<file path="config.mk">
export PLATFORM = sky130hd
export DESIGN_NAME = cmp_timer_array
export DESIGN_NICKNAME = d
export VERILOG_FILES = /design/src/rtl/cmt_pkg.sv /design/src/rtl/cmt_prescaler.sv /design/src/rtl/cmt_dreq.sv /design/src/rtl/cmt_channel.sv /design/src/rtl/cmt_regbus.sv /design/src/rtl/cmp_timer_array.sv
export SDC_FILE = /design/constraint.sdc
export NUM_CORES = 1
export LEC_CHECK = 0
export ABC_AREA = 1
export CAP_MARGIN = 15
export CORE_MARGIN = 4
export CORE_UTILIZATION = 45
export CTS_CLUSTER_DIAMETER = 50
export DETAILED_ROUTE_END_ITERATION = 8
export PLACE_DENSITY = 0.7
export SYNTH_ARGS = -nofsm -noshare
export SYNTH_HDL_FRONTEND = slang
export SYNTH_SLANG_ARGS = --single-unit
</file>
<file path="constraint.sdc">
create_clock -name clk -period 10.1 [get_ports clk]
set_input_delay 2.02 -clock clk [delete_from_list [all_inputs] [get_ports clk]]
set_output_delay 2.02 -clock clk [all_outputs]
set_load 0.02 [all_outputs]
</file>
<file path="src/rtl/cmt_pkg.sv">
package cmt_pkg;

  typedef enum logic [1:0] {
    REQ_NONE = 2'b00,
    REQ_DMA  = 2'b01,
    REQ_IRQ  = 2'b10,
    REQ_RSV  = 2'b11
  } req_mode_e;

  localparam int REG_CTRL = 0;
  localparam int REG_CNT  = 1;
  localparam int REG_CMP  = 2;

  localparam int CTL_RUN  = 0;
  localparam int CTL_CKS  = 1;
  localparam int CTL_MODE = 4;
  localparam int CTL_FLAG = 7;

endpackage

</file>
<file path="src/rtl/cmt_prescaler.sv">
module cmt_prescaler #(
  parameter int LOG_A = 3,
  parameter int LOG_B = 5,
  parameter int LOG_C = 7
) (
  input  logic       clk,
  input  logic       rst_n,
  input  logic       run,
  input  logic [2:0] cks,
  output logic       tick
);
  localparam int PRE_W = LOG_C;

  logic [PRE_W-1:0] pre_q, pre_d;
  logic             pre_en;

  always_comb begin
    pre_en = run;
    pre_d  = pre_q + 1'b1;
  end

  always_ff @(posedge clk or negedge rst_n) begin
    if (!rst_n)      pre_q <= '0;
    else if (pre_en) pre_q <= pre_d;
  end

  always_comb begin
    case (cks)
      3'd0:    tick = run && (&pre_q[LOG_A-1:0]);
      3'd1:    tick = run && (&pre_q[LOG_B-1:0]);
      default: tick = run && (&pre_q[LOG_C-1:0]);
    endcase
  end


  phase_hold_chk: assert property (@(posedge clk) disable iff (!rst_n)
    !run |=> $stable(pre_q));


  tick_gap_chk: assert property (@(posedge clk) disable iff (!rst_n)
    tick |=> !tick);

endmodule

</file>
<file path="src/rtl/cmt_dreq.sv">
module cmt_dreq #(
  parameter bit ONE_SHOT = 1'b1
) (
  input  logic clk,
  input  logic rst_n,
  input  logic match,
  input  logic dma_mode,
  input  logic dma_done,
  output logic dreq
);
  logic dreq_q, dreq_d;

  generate
    if (ONE_SHOT) begin : g_pulse
      always_comb dreq_d = match && dma_mode;


      single_pulse_chk: assert property (@(posedge clk) disable iff (!rst_n)
        dreq_q |=> !dreq_q);
    end else begin : g_hold
      always_comb dreq_d = dma_mode && (match || (dreq_q && !dma_done));


      held_req_chk: assert property (@(posedge clk) disable iff (!rst_n)
        dreq_q && dma_mode && !dma_done |=> dreq_q);


      done_drop_chk: assert property (@(posedge clk) disable iff (!rst_n)
        dreq_q && dma_done && !match |=> !dreq_q);
    end
  endgenerate

  always_ff @(posedge clk or negedge rst_n) begin
    if (!rst_n) dreq_q <= 1'b0;
    else        dreq_q <= dreq_d;
  end

  assign dreq = dreq_q;

endmodule

</file>
<file path="src/rtl/cmt_channel.sv">
module cmt_channel
  import cmt_pkg::*;
#(
  parameter int CW       = 16,
  parameter bit ONE_SHOT = 1'b1,
  parameter int LOG_A    = 3,
  parameter int LOG_B    = 5,
  parameter int LOG_C    = 7
) (
  input  logic          clk,
  input  logic          rst_n,
  input  logic          ctrl_we,
  input  logic          cnt_we,
  input  logic          cmp_we,
  input  logic [CW-1:0] wdata,
  input  logic          dma_done,
  output logic [7:0]    ctrl_rd,
  output logic [CW-1:0] cnt_rd,
  output logic [CW-1:0] cmp_rd,
  output logic          irq,
  output logic          dreq
);
  logic          run_q, run_d;
  logic [2:0]    cks_q, cks_d;
  req_mode_e     mode_q, mode_d;
  logic          flag_q, flag_d;
  logic [CW-1:0] cnt_q, cnt_d;
  logic [CW-1:0] cmp_q, cmp_d;
  logic          tick, match;

  cmt_prescaler #(.LOG_A(LOG_A), .LOG_B(LOG_B), .LOG_C(LOG_C)) u_pre (
    .clk  (clk),
    .rst_n(rst_n),
    .run  (run_q),
    .cks  (cks_q),
    .tick (tick)
  );

  assign match = tick && (cnt_q == cmp_q);

  always_comb begin
    run_d  = run_q;
    cks_d  = cks_q;
    mode_d = mode_q;
    flag_d = flag_q;
    cmp_d  = cmp_q;
    cnt_d  = cnt_q;
    if (ctrl_we) begin
      run_d  = wdata[CTL_RUN];
      cks_d  = wdata[CTL_CKS +: 3];
      mode_d = req_mode_e'(wdata[CTL_MODE +: 2]);
      if (!wdata[CTL_FLAG]) flag_d = 1'b0;
    end
    if (match) flag_d = 1'b1;
    if (cmp_we) cmp_d = wdata;
    if (cnt_we)     cnt_d = wdata;
    else if (match) cnt_d = '0;
    else if (tick)  cnt_d = cnt_q + 1'b1;
  end

  always_ff @(posedge clk or negedge rst_n) begin
    if (!rst_n) begin
      run_q  <= 1'b0;
      cks_q  <= '0;
      mode_q <= REQ_NONE;
      flag_q <= 1'b0;
      cnt_q  <= '0;
      cmp_q  <= '0;
    end else begin
      run_q  <= run_d;
      cks_q  <= cks_d;
      mode_q <= mode_d;
      flag_q <= flag_d;
      cnt_q  <= cnt_d;
      cmp_q  <= cmp_d;
    end
  end

  cmt_dreq #(.ONE_SHOT(ONE_SHOT)) u_dreq (
    .clk     (clk),
    .rst_n   (rst_n),
    .match   (match),
    .dma_mode(mode_q == REQ_DMA),
    .dma_done(dma_done),
    .dreq    (dreq)
  );

  assign irq     = flag_q && (mode_q == REQ_IRQ);
  assign ctrl_rd = {flag_q, 1'b0, mode_q, cks_q, run_q};
  assign cnt_rd  = cnt_q;
  assign cmp_rd  = cmp_q;


  flag_set_chk: assert property (@(posedge clk) disable iff (!rst_n)
    match |=> flag_q);


  flag_keep_chk: assert property (@(posedge clk) disable iff (!rst_n)
    flag_q && !(ctrl_we && !wdata[CTL_FLAG]) |=> flag_q);


  cnt_step_chk: assert property (@(posedge clk) disable iff (!rst_n)
    tick && !cnt_we && (cnt_q != cmp_q) |=> cnt_q == $past(cnt_q) + 1'b1);


  cnt_wrap_chk: assert property (@(posedge clk) disable iff (!rst_n)
    match && !cnt_we |=> cnt_q == '0);


  cnt_write_chk: assert property (@(posedge clk) disable iff (!rst_n)
    cnt_we |=> cnt_q == $past(wdata));

endmodule

</file>
<file path="src/rtl/cmt_regbus.sv">
module cmt_regbus
  import cmt_pkg::*;
#(
  parameter int NCH = 5,
  parameter int CW  = 16,
  parameter int AW  = 5
) (
  input  logic                    bus_sel,
  input  logic                    bus_wr,
  input  logic [AW-1:0]           bus_addr,
  output logic [CW-1:0]           bus_rdata,
  input  logic [NCH-1:0][7:0]     ctrl_rd,
  input  logic [NCH-1:0][CW-1:0]  cnt_rd,
  input  logic [NCH-1:0][CW-1:0]  cmp_rd,
  output logic [NCH-1:0]          ctrl_we,
  output logic [NCH-1:0]          cnt_we,
  output logic [NCH-1:0]          cmp_we
);
  logic [AW-3:0] ch_idx;
  logic [1:0]    reg_off;

  assign ch_idx  = bus_addr[AW-1:2];
  assign reg_off = bus_addr[1:0];

  always_comb begin
    ctrl_we   = '0;
    cnt_we    = '0;
    cmp_we    = '0;
    bus_rdata = '0;
    for (int c = 0; c < NCH; c++) begin
      if (bus_sel && (int'(ch_idx) == c)) begin
        if (bus_wr) begin
          ctrl_we[c] = (int'(reg_off) == REG_CTRL);
          cnt_we[c]  = (int'(reg_off) == REG_CNT);
          cmp_we[c]  = (int'(reg_off) == REG_CMP);
        end else begin
          case (int'(reg_off))
            REG_CTRL: bus_rdata = CW'(ctrl_rd[c]);
            REG_CNT:  bus_rdata = cnt_rd[c];
            REG_CMP:  bus_rdata = cmp_rd[c];
            default:  bus_rdata = '0;
          endcase
        end
      end
    end
  end

endmodule

</file>
<file path="src/rtl/cmp_timer_array.sv">
module cmp_timer_array #(
  parameter int NCH   = 5,
  parameter int NSHOT = 2,
  parameter int CW    = 16,
  parameter int LOG_A = 3,
  parameter int LOG_B = 5,
  parameter int LOG_C = 7,
  parameter int AW    = $clog2(NCH) + 2
) (
  input  logic           clk,
  input  logic           rst_n,
  input  logic           bus_sel,
  input  logic           bus_wr,
  input  logic [AW-1:0]  bus_addr,
  input  logic [CW-1:0]  bus_wdata,
  output logic [CW-1:0]  bus_rdata,
  input  logic [NCH-1:0] dma_done,
  output logic [NCH-1:0] dreq,
  output logic [NCH-1:0] irq
);
  logic [1:0] rst_sync_q;
  logic       rst_n_s;

  always_ff @(posedge clk or negedge rst_n) begin
    if (!rst_n) rst_sync_q <= 2'b00;
    else        rst_sync_q <= {rst_sync_q[0], 1'b1};
  end
  assign rst_n_s = rst_sync_q[1];

  logic [NCH-1:0][7:0]    ctrl_rd;
  logic [NCH-1:0][CW-1:0] cnt_rd, cmp_rd;
  logic [NCH-1:0]         ctrl_we, cnt_we, cmp_we;

  cmt_regbus #(.NCH(NCH), .CW(CW), .AW(AW)) u_bus (
    .bus_sel  (bus_sel),
    .bus_wr   (bus_wr),
    .bus_addr (bus_addr),
    .bus_rdata(bus_rdata),
    .ctrl_rd  (ctrl_rd),
    .cnt_rd   (cnt_rd),
    .cmp_rd   (cmp_rd),
    .ctrl_we  (ctrl_we),
    .cnt_we   (cnt_we),
    .cmp_we   (cmp_we)
  );

  generate
    for (genvar g = 0; g < NCH; g++) begin : g_ch
      cmt_channel #(
        .CW      (CW),
        .ONE_SHOT(g < NSHOT),
        .LOG_A   (LOG_A),
        .LOG_B   (LOG_B),
        .LOG_C   (LOG_C)
      ) u_ch (
        .clk     (clk),
        .rst_n   (rst_n_s),
        .ctrl_we (ctrl_we[g]),
        .cnt_we  (cnt_we[g]),
        .cmp_we  (cmp_we[g]),
        .wdata   (bus_wdata),
        .dma_done(dma_done[g]),
        .ctrl_rd (ctrl_rd[g]),
        .cnt_rd  (cnt_rd[g]),
        .cmp_rd  (cmp_rd[g]),
        .irq     (irq[g]),
        .dreq    (dreq[g])
      );
    end
  endgenerate


  reset_quiet_chk: assert property (@(posedge clk)
    !rst_n_s |-> (irq == '0) && (dreq == '0));

endmodule

</file>
==> results of run 1 <==
area by class of cell:
cell class / instances / area, µm²
Fill cell: 3458 / 16900
Multi-Input combinational cell: 1760 / 8090
Sequential cell: 237 / 5930
Inverter: 334 / 1250
Clock buffer: 43 / 957
Timing Repair Buffer: 72 / 673
Tap cell: 455 / 569
Clock inverter: 22 / 272
flip-flops by register name, indices dropped and copies added (netlist names):
register,flops
g_ch.u_ch.u_dreq.dreq,5
g_ch.u_ch.cnt_rd,80
g_ch.u_ch.u_pre.pre_q,35
g_ch.u_ch.cmp_rd,80
rst_sync_q,2
g_ch.u_ch.flag_q,5
g_ch.u_ch.run_q,5
g_ch.u_ch.mode_q,10
g_ch.u_ch.cks_q,15
cell usage after synthesis (all sizes together) (3+ instances only):
cell    count
o22ai      56
nand3     173
o21ai     139
nand4     117
o211ai     16
nand2     948
inv       332
a21oi       9
buf        58
and2        8
nor2      202
dfrtp     237
xor2       52
ha         20
nor3       11
clkbuf     66
xnor2       3
path summary, 6_finish.rpt:
| path | start | depth (start not counted) | slack (ns) | to |
|---|---|---|---|---|
| setup / recovery | bus_addr[0] | 10 | 2.97 | bus_rdata[3] |
| hold / removal | rst_sync_q[0] | 0 | 0.35 | rst_sync_q[1] |
| setup reg to reg | g_ch[4].u_ch.u_pre.pre_q[0] | 13 | 7.49 | g_ch[4].u_ch.cnt_rd[11] |
| hold reg to reg | rst_sync_q[0] | 0 | 0.35 | rst_sync_q[1] |
| max in group asynchronous | rst_sync_q[1] | 2 | 7.76 | g_ch[4].u_ch.u_pre.pre_q[3] |
| min in group asynchronous | rst_sync_q[1] | 0 | 0.38 | g_ch[1].u_ch.u_pre.pre_q[4] |
critical path, stage by stage:
cell	delay (ns)
clkdlybuf4s50_1	0.62
inv_2	0.11
nand2_2	0.25
buf_4	0.64
o21ai_0	0.18
o21ai_0	0.23
nor2_1	0.08
nor2_1	0.23
nand3_1	0.16
clkdlybuf4s50_1	0.57
metal layers:
layer,global-route usage,vias up
li1,-,7712
met1,0.366,7378
met2,0.406,578
met3,0.0407,123
met4,0.111,0
met5,0,-
power by group through the flow:
stage               Combinational, mW  Sequential, mW  Clock, mW
finish                           1.16            1.57       1.28
global route                     1.37            1.61       1.35
CTS                              1.16            1.56       1.30
detailed placement               1.15            1.57          0
global placement                 1.11            1.56          0
floorplan                       0.958            1.43          0
metrics by stage:
stage,instance area (µm²),util,worst slack [ns],hold slack (ns),instances
finish,17700,0.513,2.97,0.353,2923
global route,17700,0.513,2.79,0.357,2923
CTS,17700,0.512,2.99,0.356,2922
detailed placement,16500,0.477,2.99,0.344,2857
global placement,16500,0.477,3.04,0.336,2857
floorplan,15800,-,3.01,0.331,2455
kinds of logic after synthesis:
kind of cell,Yosys count
mux,1
buf+inv,458
other cells,1
xor+xnor,55
fa+ha+maj,20
compound gates,223
flops,237
simple gates,1460
==> results.txt, run 1 <==
Vias per Instance: 5.40
Wire per inst: 17.3 µm
Pwr/cell area: 226 mW/mm²
Comb pwr share: 0.290
Synth Flop Type: dfrtp_1
EDFF count, synth: 0
Mux contribution to synthesized area: 0.000711
Syn Area/Cell: 6.45 µm²
Nets: 2491
Net Switching: 1.57 mW
Sequential share of the synthesized area: 0.374
Synth area leaders: dfrtp_1 37%, nand2_1 22%, inv_1 7.6%
Clock Tree Root: clkbuf_16
Status: finished clean
First-pass GRT wire length: 81.2 mm
Simple-gate portion of the synthesized area: 0.385
DR vias: 15791
Routed wl met2: 22.0 mm
Initial core utilization: 0.457
Syn nets: 2505
Sequential share of power: 0.390
GRT Util Overall: 0.262
Routed wl met3: 4.08 mm
Pleak: 8.81 nW
Clock latency at the later pin of the worst-skew pair: 0.52 ns
Setup_tns: 0 ns
CTS clk-pin slew, worst paths: 0.05 ns
IO Port Bufs: 53
Post-CTS setup buffer count: 0
Max_slew headroom: 0.326
Area leader, netlist: dfrtp_1
Antenna violations before repair: 0
Final Cycle Share: 0.706
CTS Buf Count: 36
Synthesis-to-layout area growth: 12.1%
Die ar.: 0.0383 mm²
Yosys top cell area share: 0.374
Worst IR Drop VDD: 132 µV
Main combinational cell family by area after synthesis: simple AND/OR/NAND/NOR gates
Post-cts sizing count: 0
Unrepaired setup endpoints after global routing: false
Grt total ovfl: 0
Async SR Flop Fraction: 1.00
Core area: 0.0346 mm²
Register bit total from synthesis: 237
Final wirelength: 50.5 mm
Fraction of layout cells with a size suffix above 1: 0.0450
Worst setup EP type: output pin
Worst Clk Skew: 0.0237 ns
Commonest non-fill, non-tap cell in the layout: nand2_1
DIE HEIGHT: 196 µm
Switching Share: 0.392
Post-Synthesis Cells: 2455
Most frequent cells in the layout: 943 x nand2_1, 321 x inv_1, 236 x dfrtp_1
Chip Width: 196 µm
Highest Clock Rate: 140 MHz
Placer Congestion: 0.947
# setup viols final: 0
Total Power: 4.01 mW
Crit Path Category: in2out
Compound-cell area share of the yosys netlist: 0.0780
XOR/XNOR share of the synthesized area: 0.0304
Clock share of power: 0.320
Synth warnings: 0
Max-slew violations: 0
Vias in the first global route: 15050
Pin count of the biggest net entering global routing: 76
Detail Placement HPWL: 34.9 mm
Met1 WL: 22.2 mm
DR iter-0 viols: 1483
Std cell rows: 68
Synthesized area: 0.0158 mm²
Clock Path Buffers: 3
Yosys cell types: 34
DR pass1 iterations: 6
Startpoint types: primary input
Hold buffers post-CTS: 0
Antenna-violating nets left: 0
Worst Hold Class: reg2reg
CTS sink cnt: 237
CTS tree: yes
Max Cap Violations: 0
Diodes inserted: 0
Worst Path Arrival: 5.11 ns
CP required: 8.08 ns
DRC Markers: 0
Top Metal Used: met4
H-tree depth: 2
Int Pwr: 2.44 mW
Num ports: 56
Adder-cell share of the synthesized area: 0.0158
Worst-margin pin slew: 1.01 ns
Max Fanout on Critical Path: 54
Fin crit period: 7.13 ns
Final Hold Vio Count: 0
Power figures use the tool's default switching activity.
==> inputs of run 2 (changes only) <==
==> constraint.sdc (replaced) <==
create_clock -name clk -period 7 [get_ports clk]
set_input_delay 1.4 -clock clk [delete_from_list [all_inputs] [get_ports clk]]
set_output_delay 1.4 -clock clk [all_outputs]
set_load 0.02 [all_outputs]
==> results.txt, run 2 (synthesis gave the netlist of run 1 again) <==
Status: finished clean
Pwr/cell area: 332 mW/mm² (+47%)
Crit Path Category: in2out
Pleak: 8.86 nW (+0.65%)
CTS Buf Count: 38 (+5.6%)
Routed wl met3: 4.00 mm (-1.9%)
Synthesis-to-layout area growth: 12.8%
Clock Path Buffers: 3 (unchanged)
Total Power: 5.93 mW (+48%)
Final Cycle Share: 0.821
Antenna-violating nets left: 0 (unchanged)
Most frequent cells in the layout: 943 x nand2_1, 321 x inv_1, 236 x dfrtp_1
Placed inst area: 0.0165 mm² (about the same)
Post-CTS setup buffer count: 0 (unchanged)
Startpoint types: primary input
Final wirelength: 51.2 mm (+1.4%)
Placer Congestion: 0.961 (+1.5%)
Setup_tns: 0 ns (unchanged)
Most used cell, CP: nand3_1
Detail Placement HPWL: 35.2 mm (+0.67%)
DRC Markers: 0 (unchanged)
CTS sink cnt: 237 (unchanged)
CTS clk-pin slew, worst paths: 0.05 ns (about the same)
Worst Hold Class: reg2reg
Worst Clk Skew: 0.0165 ns (-0.00717 ns)
Worst-margin pin slew: 1.03 ns (+0.0204 ns)
Pin count of the biggest net entering global routing: 114 (+50%)
Post-cts sizing count: 0 (unchanged)
Highest Clock Rate: 174 MHz
Clock Tree Root: clkbuf_16
H-tree depth: 2 (unchanged)
First-pass GRT wire length: 80.9 mm (-0.38%)
Cell Count, Final, Fillers Out: 2927 (+0.14%)
Worst IR Drop VDD: 226 µV (+71%)
Vias per Instance: 5.48 (+1.3%)
Antenna violations before repair: 0 (unchanged)
Slowest CP cell: clkdlybuf4s50_1
Max Fanout on Critical Path: 16 (-70%)
Cells after DPL: 2857 (unchanged)
CTS tree: yes
Worst setup EP type: output pin
Clock latency at the later pin of the worst-skew pair: 0.52 ns (about the same)
Worst Path Arrival: 4.34 ns (-0.77 ns)
Initial core utilization: 0.457 (unchanged)
Post-layout util: 0.516 (+0.00340)
Unrepaired setup endpoints after global routing: false
Met1 WL: 22.0 mm (-1.1%)
Fraction of layout cells with a size suffix above 1: 0.0473 (+0.00235)
Nets: 2494 (+0.12%)
Chip Width: 196 µm (unchanged)
Final Hold Vio Count: 0 (unchanged)
Grt total ovfl: 0 (unchanged)
Hold buffers post-CTS: 0 (unchanged)
# setup viols final: 0 (unchanged)
Num ports: 56 (unchanged)
Post-layout instance area: 0.0179 mm² (+0.66%)
Wire per inst: 17.5 µm (+1.3%)
Max incr delay on CP: 0.73 ns (+0.09 ns)
Core area: 0.0346 mm² (unchanged)
DR iter-0 viols: 1465 (-1.2%)
Top Metal Used: met4
Cell Chain, Critical Path: clkdlybuf4s50_1, inv_1, nor2_2, nand2_1, nand3_1, nand3_1, nand2_1, nor2_1, nand3_1, clkdlybuf4s50_1
Vias in the first global route: 14887 (-1.1%)
IO Port Bufs: 53 (unchanged)
Max_slew headroom: 0.312 (-0.0136)
GRT Util Overall: 0.261 (-0.000606)
DR pass1 iterations: 6 (unchanged)
Routed wl met2: 23.1 mm (+5.2%)
Max-slew violations: 0 (unchanged)
Commonest non-fill, non-tap cell in the layout: nand2_1
CP required: 5.60 ns (-2.48 ns)
DIE HEIGHT: 196 µm (unchanged)
Max Cap Violations: 0 (unchanged)
Diodes inserted: 0 (unchanged)
Die ar.: 0.0383 mm² (unchanged)
Fin crit period: 5.74 ns
DR vias: 16026 (+1.5%)
Std cell rows: 68 (unchanged)
## run 2: changes by cell type in the layout (fill, tap and decap cells not counted)
cell,change
clkbuf_16,+3
clkinv_2,+3
bufinv_16,+2
clkbuf_1,-2
inv_8,-2
buf_12,+1
clkbuf_8,-1
clkinv_4,+1
clkinv_8,-1
clkinvlp_4,+1
inv_6,-1
## run 2: worst paths after layout
| kind | slack (ns) | cells past startpoint | startpoint | end |
|---|---|---|---|---|
| worst min-delay path | 0.36 | 0 | rst_sync_q[0] | rst_sync_q[1] |
| worst min register to register | 0.36 | 0 | rst_sync_q[0] | rst_sync_q[1] |
| worst max-delay path | 1.26 | 10 | bus_addr[1] | bus_rdata[2] |
| worst max register to register | 4.40 | 13 | g_ch[4].u_ch.u_pre.pre_q[0] | g_ch[4].u_ch.cnt_rd[10] |
| min in group asynchronous | 0.39 | 0 | rst_sync_q[1] | g_ch[1].u_ch.u_pre.pre_q[0] |
| max in group asynchronous | 5.12 | 1 | rst_sync_q[1] | g_ch[4].u_ch.cnt_rd[13] |
## run 2: area by class of cell
class                      count  area, µm²
fill                        3424      16800
clock inverter                25        315
timing repair buffer          73        693
tap                          455        569
inverter                     334       1250
sequential                   237       5930
clock buffer                  43       1010
multi-input combinational   1760       8090
## run 2: layer usage
metal | global-route usage | vias up
li1 | - | 7719
met1 | 0.361 | 7525
met2 | 0.417 | 657
met3 | 0.0385 | 125
met4 | 0.100 | 0
met5 | 0 | -
## run 2: stage by stage
stage | hold slack (ns) | setup slack, ns
after floorplan | 0.331 | 3.06
after global routing | 0.371 | 1.16
after CTS | 0.366 | 1.31
after detailed placement | 0.354 | 1.32
final | 0.360 | 1.26
after global placement | 0.337 | 1.38
## run 2: worst max-delay path, delay by kind of cell
family | cells | cell delay, ns
buffers and inverters | 3 | 1.49
and+or+nand+nor | 7 | 1.43
## run 2: where the power goes
part           switching [mW]  leakage [nW]  internal (mW)
combinational            1.05          5.24          0.637
sequential              0.521          2.99           1.75
clock                   0.711         0.632           1.27
